File: config.mk
export PLATFORM = sky130hd
export DESIGN_NAME = gpio_irq_ctrl
export DESIGN_NICKNAME = d
export VERILOG_FILES = /design/src/rtl/gpio_irq_pkg.sv /design/src/rtl/gpio_pin_sync.sv /design/src/rtl/gpio_port_slice.sv /design/src/rtl/gpio_irq_ctrl.sv
export SDC_FILE = /design/constraint.sdc
export NUM_CORES = 1
export LEC_CHECK = 0
export ABC_AREA = 1
export BUFFER_PORTS_ARGS = -buffer_cell sky130_fd_sc_hd__buf_2
export CAP_MARGIN = 10
export CORE_ASPECT_RATIO = 0.75
export CORE_MARGIN = 3
export CORE_UTILIZATION = 30
export DETAILED_ROUTE_END_ITERATION = 8
export GPL_TIMING_DRIVEN = 0
export PLACE_DENSITY = 0.5
export SLEW_MARGIN = 25
export SYNTH_ARGS = -nofsm -noshare
export SYNTH_HDL_FRONTEND = slang
export SYNTH_HIERARCHICAL = 1
export SYNTH_SLANG_ARGS = --single-unit
File: constraint.sdc
create_clock -name clk -period 1.6 [get_ports clk]
set_clock_uncertainty 0.05 [all_clocks]
set_input_delay 0.16 -clock clk [delete_from_list [all_inputs] [get_ports clk]]
set_output_delay 0.16 -clock clk [all_outputs]
set_load 0.02 [all_outputs]
File: src/rtl/gpio_irq_pkg.sv
package gpio_irq_pkg;

  typedef enum logic [1:0] {
    MODE_OD_RISE  = 2'b00,
    MODE_OD_FALL  = 2'b01,
    MODE_IN_RISE  = 2'b10,
    MODE_PUSHPULL = 2'b11
  } pin_mode_e;

  // Events are armed in every mode except push-pull.
  function automatic logic mode_armed(pin_mode_e m);
    return m != MODE_PUSHPULL;
  endfunction

  // Only one mode watches falling edges.
  function automatic logic mode_falling(pin_mode_e m);
    return m == MODE_OD_FALL;
  endfunction

endpackage

File: src/rtl/gpio_pin_sync.sv
module gpio_pin_sync #(
  parameter int W = 8
) (
  input  logic         clk,
  input  logic         rst,
  input  logic [W-1:0] raw,
  output logic [W-1:0] synced
);
  logic [W-1:0] meta_q;
  logic [W-1:0] sync_q;

  always_ff @(posedge clk) begin
    if (rst) begin
      meta_q <= '0;
      sync_q <= '0;
    end else begin
      meta_q <= raw;
      sync_q <= meta_q;
    end
  end

  assign synced = sync_q;
endmodule

File: src/rtl/gpio_port_slice.sv
module gpio_port_slice
  import gpio_irq_pkg::*;
#(
  parameter int W = 8
) (
  input  logic         clk,
  input  logic         rst,
  input  pin_mode_e    mode,
  input  logic [W-1:0] level,
  input  logic [W-1:0] wdata,
  input  logic         wr_latch,
  input  logic         wr_enable,
  input  logic         wr_clear,
  output logic [W-1:0] oe,
  output logic [W-1:0] out,
  output logic [W-1:0] en_q,
  output logic [W-1:0] pend_q
);
  logic [W-1:0] latch_q;
  logic [W-1:0] prev_q;
  logic [W-1:0] edge_hit;
  logic [W-1:0] set_mask;
  logic [W-1:0] clr_mask;

  // Output latch and enable mask
  always_ff @(posedge clk) begin
    if (rst) begin
      latch_q <= '1;
      en_q    <= '0;
    end else begin
      if (wr_latch)  latch_q <= wdata;
      if (wr_enable) en_q    <= wdata;
    end
  end

  // Edge detection against the previous synchronized level
  always_ff @(posedge clk) begin
    if (rst) prev_q <= '0;
    else     prev_q <= level;
  end

  always_comb begin
    if (mode_falling(mode)) edge_hit = prev_q & ~level;
    else                    edge_hit = level & ~prev_q;
    set_mask = edge_hit & en_q & {W{mode_armed(mode)}};
    clr_mask = wr_clear ? wdata : '0;
  end

  // Sticky pending bits; a new event wins over a same-cycle clear
  always_ff @(posedge clk) begin
    if (rst) pend_q <= '0;
    else     pend_q <= (pend_q & ~clr_mask) | set_mask;
  end

  // Pin drive per mode
  always_comb begin
    unique case (mode)
      MODE_OD_RISE, MODE_OD_FALL: begin
        oe  = ~latch_q;
        out = '0;
      end
      MODE_IN_RISE: begin
        oe  = '0;
        out = '0;
      end
      default: begin
        oe  = '1;
        out = latch_q;
      end
    endcase
  end
endmodule

File: src/rtl/gpio_irq_ctrl.sv
module gpio_irq_ctrl
  import gpio_irq_pkg::*;
#(
  parameter int NUM_PORTS = 4,
  parameter int PORT_W    = 8,
  parameter int ADDR_W    = 4
) (
  input  logic                        clk,
  input  logic                        rst,
  input  logic                        bus_wr,
  input  logic [ADDR_W-1:0]           bus_addr,
  input  logic [PORT_W-1:0]           bus_wdata,
  output logic [PORT_W-1:0]           bus_rdata,
  input  logic [NUM_PORTS*PORT_W-1:0] pin_in,
  output logic [NUM_PORTS*PORT_W-1:0] pin_oe,
  output logic [NUM_PORTS*PORT_W-1:0] pin_out,
  output logic                        irq
);
  localparam int PINS      = NUM_PORTS * PORT_W;
  localparam int CFG_W     = 2 * NUM_PORTS;
  localparam int DATA_BASE = 0;
  localparam int EN_BASE   = NUM_PORTS;
  localparam int CFG_ADDR  = 2 * NUM_PORTS;
  localparam int STAT_BASE = 2 * NUM_PORTS + 1;

  logic [CFG_W-1:0] cfg_q;
  logic [PINS-1:0]  level_all;
  logic [PINS-1:0]  en_all;
  logic [PINS-1:0]  pend_all;

  gpio_pin_sync #(.W(PINS)) u_sync (
    .clk    (clk),
    .rst    (rst),
    .raw    (pin_in),
    .synced (level_all)
  );

  // Mode register: resets to open-drain, rising-edge on every port
  always_ff @(posedge clk) begin
    if (rst) cfg_q <= '0;
    else if (bus_wr && bus_addr == ADDR_W'(CFG_ADDR)) cfg_q <= bus_wdata[CFG_W-1:0];
  end

  for (genvar p = 0; p < NUM_PORTS; p++) begin : g_port
    logic wr_latch, wr_enable, wr_clear;
    assign wr_latch  = bus_wr && (bus_addr == ADDR_W'(DATA_BASE + p));
    assign wr_enable = bus_wr && (bus_addr == ADDR_W'(EN_BASE + p));
    assign wr_clear  = bus_wr && (bus_addr == ADDR_W'(STAT_BASE + p));

    gpio_port_slice #(.W(PORT_W)) u_slice (
      .clk       (clk),
      .rst       (rst),
      .mode      (pin_mode_e'(cfg_q[2*p +: 2])),
      .level     (level_all[p*PORT_W +: PORT_W]),
      .wdata     (bus_wdata),
      .wr_latch  (wr_latch),
      .wr_enable (wr_enable),
      .wr_clear  (wr_clear),
      .oe        (pin_oe[p*PORT_W +: PORT_W]),
      .out       (pin_out[p*PORT_W +: PORT_W]),
      .en_q      (en_all[p*PORT_W +: PORT_W]),
      .pend_q    (pend_all[p*PORT_W +: PORT_W])
    );
  end

  // Read mux; enable registers are write-only and read as zero
  always_comb begin
    bus_rdata = '0;
    for (int p = 0; p < NUM_PORTS; p++) begin
      if (bus_addr == ADDR_W'(DATA_BASE + p)) bus_rdata = level_all[p*PORT_W +: PORT_W];
      if (bus_addr == ADDR_W'(STAT_BASE + p)) bus_rdata = pend_all[p*PORT_W +: PORT_W];
    end
    if (bus_addr == ADDR_W'(CFG_ADDR)) bus_rdata[CFG_W-1:0] = cfg_q;
  end

  assign irq = |pend_all;
endmodule

---- After elaboration in Yosys (flattened, before gate mapping) ----
Index checks and enable logic that the tools add are counted.
word-level totals
  bits in registers ....................... 200
  input bits .............................. 47
  output and inout port bits .............. 73
  word-level logic and storage cells ...... 135
operators by class
  eq/ne operators ......................... 24
  muxes and demuxes ....................... 25
  bitwise gates (word level) .............. 40
  reduce and logical (&&, ||, !) cells .... 27
operator list
  operator                                             number
  2-to-1 mux 8 bit                                     21
  AND 8 bit                                            20
  NOT 8 bit                                            16
  case mux 8 bit (2 select lines)                      4
  OR 8 bit                                             4
  OR reduction 32 bit                                  1
  equality test 4 bit, second input constant           5
  equality test 4 x 3 -> 1 bit, second input constant  4
  logical AND 1 bit                                    13
  OR reduction 3 bit                                   4
  equality test 2 x 1 -> 1 bit, second input constant  4
  equality test 2 bit, second input constant           4
  equality test 4 x 2 -> 1 bit, second input constant  2
  logical NOT 2 bit                                    4
  != test 2 bit, second input constant                 4
  OR reduction 2 bit                                   4
  equality test 4 x 1 -> 1 bit, second input constant  1
  logical NOT 4 bit                                    1

---- Longest topological paths before layout ----
  depth after elaboration ................. 10
  depth in mapped cells ................... 9

---- Cells and area by module ----
Netlist, hierarchy kept.
modules (own cells, without submodules)
  module           times used  cells an instance  area an instance (um^2)  seq. area each (um^2)
  gpio_port_slice  4           207                1423.9                   640.6
  gpio_pin_sync    1           199                1840.5                   1281.2
  gpio_irq_ctrl    1           217                1290.0                   160.2

---- Worst setup path after synthesis ----
No wires, ideal clock.
  kind .................................... in2reg
  from .................................... input port bus_addr[1]
  to ...................................... register g_port[1].u_slice.latch_q[1]
  setup time .............................. 0.123 ns
  data arrival time ....................... 1.349 ns
  slack ................................... 0.078 ns
  cell stages on the path ................. 7
  path buffers ............................ 3
  cell sequence ........................... buf_6 -> nor2_8 -> buf_6 -> inv_1 -> nor3_1 -> buf_2 -> o21ai_0
between the ends
  longest elaborated chain between the ends .. 2
ends and longest elaborated chain
  element                       line                   RTL
  from (decl)                   gpio_irq_ctrl.sv:11    input logic [ADDR_W-1:0] bus_addr,
  equality test 4 x 1 -> 1 bit  gpio_irq_ctrl.sv:46    assign wr_latch = bus_wr && (bus_addr == ADDR_W'(DATA_BASE + p));
  logical AND 1 bit             gpio_irq_ctrl.sv:46
  via g_port[1].wr_latch        gpio_irq_ctrl.sv:45    logic wr_latch, wr_enable, wr_clear;
  to (signal assigned)          gpio_port_slice.sv:31  if (wr_latch) latch_q <= wdata;
  to (decl)                     gpio_port_slice.sv:19  logic [W-1:0] latch_q;
The timed path passes the listed nets, and every way through them passes these cells.
A chain may end at the register's enable or synchronous reset.

---- Worst setup path in the final report ----
  from .................................... register g_port[3].u_slice.pend_q[1]
  to ...................................... output port irq
between the ends
  longest elaborated chain between the ends .. 1
ends and longest elaborated chain
  element                 line                   RTL
  from (decl)             gpio_port_slice.sv:17  output logic [W-1:0] pend_q
  from (signal assigned)  gpio_port_slice.sv:52  else pend_q <= (pend_q & ~clr_mask) | set_mask;
  OR reduction 32 bit     gpio_irq_ctrl.sv:76    assign irq = |pend_all;
  to (decl)               gpio_irq_ctrl.sv:17    output logic irq
Every way passes these cells.

==> load_flow_metrics.sql <==
INSERT INTO impl_metrics (metric_group, metric, value, unit) VALUES
('die', 'die_width', '204', 'microns'),
('clock_tree', 'cts-root-buf', 'sky130_fd_sc_hd__clkbuf_16', ''),
('clock_tree', 'total_cts_buffers', '17', ''),
('die', 'fp.dieArea', '0.0315', 'sq mm'),
('detailed_routing', 'antenna_violating_nets_post_route', '0', ''),
('critical_path', 'critPathArrivalTime', '1680', 'ps'),
('sta', 'finalCritPeriodShare', '118', '%'),
('global_route', 'grtUsageTotal', '17.8', '%'),
('detailed_routing', 'avgRoutedWirePerCell', '15.3', 'microns'),
('detailed_routing', 'drt_drc_violations_left', '0', ''),
('synth', 'postSynthCellCount', '1244', ''),
('sta', 'max_freq', '0.530', 'GHz'),
('global_route', 'grt_pass1_wl', '43100', 'microns'),
('critical_path', 'setup.worst_path.start_class', 'flip-flop', ''),
('detailed_routing', 'detail_route.first_pass.iterations', '5', ''),
('synth', 'post_synth_num_cell_types', '29', ''),
('finish', 'utilization', '43.7', '%'),
('critical_path', 'cp_slowest_stage_delay', '360', 'ps'),
('finish', 'final_layout_size_suffix_gt1_share', '31.1', '%'),
('synth', 'synthesis.area_per_instance', '7.09', 'sq um'),
('run_status', 'failed_checks', 'negative setup slack', ''),
('synth', 'yosysSeqAreaShare', '45.4', '%'),
('die', 'initial_utilization', '31.0', '%'),
('synth', 'yosys.area.top_type', 'sky130_fd_sc_hd__dfxtp_1', ''),
('power_and_ir_drop', 'vdd.ir_drop.worst', '0.701', 'mV'),
('sta', 'tightest_slew', '605', 'ps'),
('die', 'floorplan.core_area', '0.0285', 'sq mm'),
('power_and_ir_drop', 'power.leakage', '5.55', 'nW'),
('synth', 'yosysTopAreaCellShare', '45.4', '%'),
('synth', 'yosys_register_bits', '200', ''),
('sta', 'grt_setup_unrepaired', 'yes', ''),
('clock_tree', 'register_clock_pin_slew_on_the_reported_worst_setup_and_hold_paths', '80', 'ps'),
('synth', 'library_cell_with_the_highest_instance_count_after_synthesis', 'sky130_fd_sc_hd__nand2_1', ''),
('synth', 'ys_warn_count', '6', ''),
('die', 'ioPinCount', '120', ''),
('synth', 'synthesized_area', '0.00883', 'sq mm'),
('clock_tree', 'worst_case_clock_buffer_depth', '2', ''),
('critical_path', 'criticalPathCategory', 'flip-flop to primary output', ''),
('sta', 'worst_slew_slack_as_a_fraction_of_its_limit', '59.7', '%'),
('die', 'placementRows', '53', ''),
('clock_tree', 'cts.htree.levels', '4', ''),
('clock_tree', 'insertion_delay', '440', 'ps'),
('synth', 'ys_top_cells_by_count', 'sky130_fd_sc_hd__nand2_1 (255), sky130_fd_sc_hd__inv_1 (218), sky130_fd_sc_hd__dfxtp_1 (200), sky130_fd_sc_hd__nor2_1 (151), sky130_fd_sc_hd__a21oi_1 (122)', ''),
('detailed_routing', 'route.vias.total', '8352', ''),
('hold_path', 'worst_hold_path_type', 'input pin to flip-flop', ''),
('finish', 'layout-area-overhead-vs-synth', '41.2', '%'),
('global_route', 'antenna_found_initial', '1', ''),
('placed_design', 'io_buffers', '117', ''),
('synth', 'ys_dominant_reg_cell', 'sky130_fd_sc_hd__dfxtp_1', ''),
('synth', 'yosys-top-cells-area', 'sky130_fd_sc_hd__dfxtp_1 (45%), sky130_fd_sc_hd__nand2_1 (11%), sky130_fd_sc_hd__inv_1 (9.3%)', ''),
('sta', 'final.setup.worst_slack', '-285', 'ps'),
('sta', 'finalHoldViolations', '0', ''),
('sta', 'hold_ws', '43.2', 'ps'),
('placed_design', 'dp_hpwl', '20000', 'microns'),
('placed_design', 'place.gp.congestion', '0.905', ''),
('sta', 'setup-violations-final', '9', ''),
('clock_tree', 'clock_tree_from_tritoncts', 'built', ''),
('synth', 'fraction_of_registers_with_async_set_or_reset_after_synthesis', '0', '%'),
('critical_path', 'critPathCaptureType', 'primary output', ''),
('power_and_ir_drop', 'total_power', '10.5', 'mW'),
('synth', 'synth_fp_nets', '1291', ''),
('critical_path', 'worst-path-buf-inv', '1', ''),
('global_route', 'grt_start_max_net_pins', '22', ''),
('critical_path', 'top_fanout_value_on_the_critical_path', '3', ''),
('run_status', 'status', 'finished with violations', ''),
('sta', 'layout_min_cycle_time', '1890', 'ps'),
('clock_tree', 'cts_num_sinks', '200', ''),
('global_route', 'gr-total-overflow', '0', ''),
('detailed_routing', 'first_iter_violations', '633', ''),
('synth', 'number_of_enable_flip_flop_cells_after_synthesis', '0', ''),
('finish', 'n_antenna_cell', '0', '');
==> metrics by stage <==
stage	setup slack, ps	instance area, sq um	setup TNS, ps	std cells
after floorplan	78.3	8830	0	1244
after CTS	-273	11700	-1380	1840
after global placement	-496	9890	-16270	1746
after global routing	-306	12500	-2270	1852
final	-285	12500	-826	1852
after detailed placement	-525	9890	-16330	1746
==> sequential cells by signal, indices dropped and copies added, names as in the netlist <==
register and cells:
g_port.u_slice/latch_q 32, u_sync/meta_q 32, cfg_q 8, g_port.u_slice/prev_q 32
g_port.u_slice/pend_q 32, u_sync/synced 32, g_port.u_slice/en_q 32
==> cell usage in the layout, fill, tap and decap left out, drive strengths merged, types with 9 or more instances in the layout <==
cell           n
nand2        265
inv          234
buf          204
dfxtp        200
nor2         163
a21oi        138
o21ai         97
nand3         71
dlygate4sd3   35
clkbuf        21
clkinv         9
==> routing by layer <==
layer,part of all wire [%],wire [microns],track usage [%]
met4,1.8,511,4.98
met1,52,14800,27.2
met2,40,11500,25.2
met5,0.039,11,0
met3,5.6,1590,3.43
==> kinds of logic (layout without fill, tap and decap cells) <==
group | after synthesis | count (layout) | share of synthesized area, %
simple gates | 528 | 528 | 26.2
buf+inv | 281 | 504 | 14.4
compound gates | 235 | 235 | 14.0
flops | 200 | 200 | 45.4
==> power by group <==
group / switching (mW) / leakage (nW) / internal [mW]
combinational: 0.612 / 3.60 / 0.386
sequential: 0.0866 / 1.65 / 5.10
clock: 2.22 / 0.291 / 2.12
==> path summary, 6_finish.rpt <==
check,slack (ps),from,depth (start not counted),to
worst max-delay path,-290,g_port[3].u_slice/pend_q[1],4,irq
worst min register to register,340,u_sync/meta_q[11],2,u_sync/synced[11]
worst max register to register,200,cfg_q[3],5,g_port[1].u_slice/pend_q[7]
worst min-delay path,40,rst,3,g_port[2].u_slice/latch_q[0]
==> final cells by class <==
class                      count  area (sq um)
timing repair buffer         192          1660
buffer                        51           443
inverter                     229           885
fill                        2897         16100
multi-input combinational    763          4300
clock buffer                  17           425
clock inverter                15           183
sequential                   200          4090
tap                          385           482
==> worst min-delay path, delay by kind of cell <==
family | cells | cell delay, ps
buffers and inverters | 1 | 210
AOI/OAI and AO/OA | 2 | 130
==> timing repair <==
item	CTS	global route
hold buffers	35	0
hold endpoints to repair	46	0
gates resized for setup	210	197
cloned	3	1
endpoints found under the setup margin	83	79
setup buffers	24	12
pin swaps	46	43
Note: power is estimated with default switching activity, not from simulation.
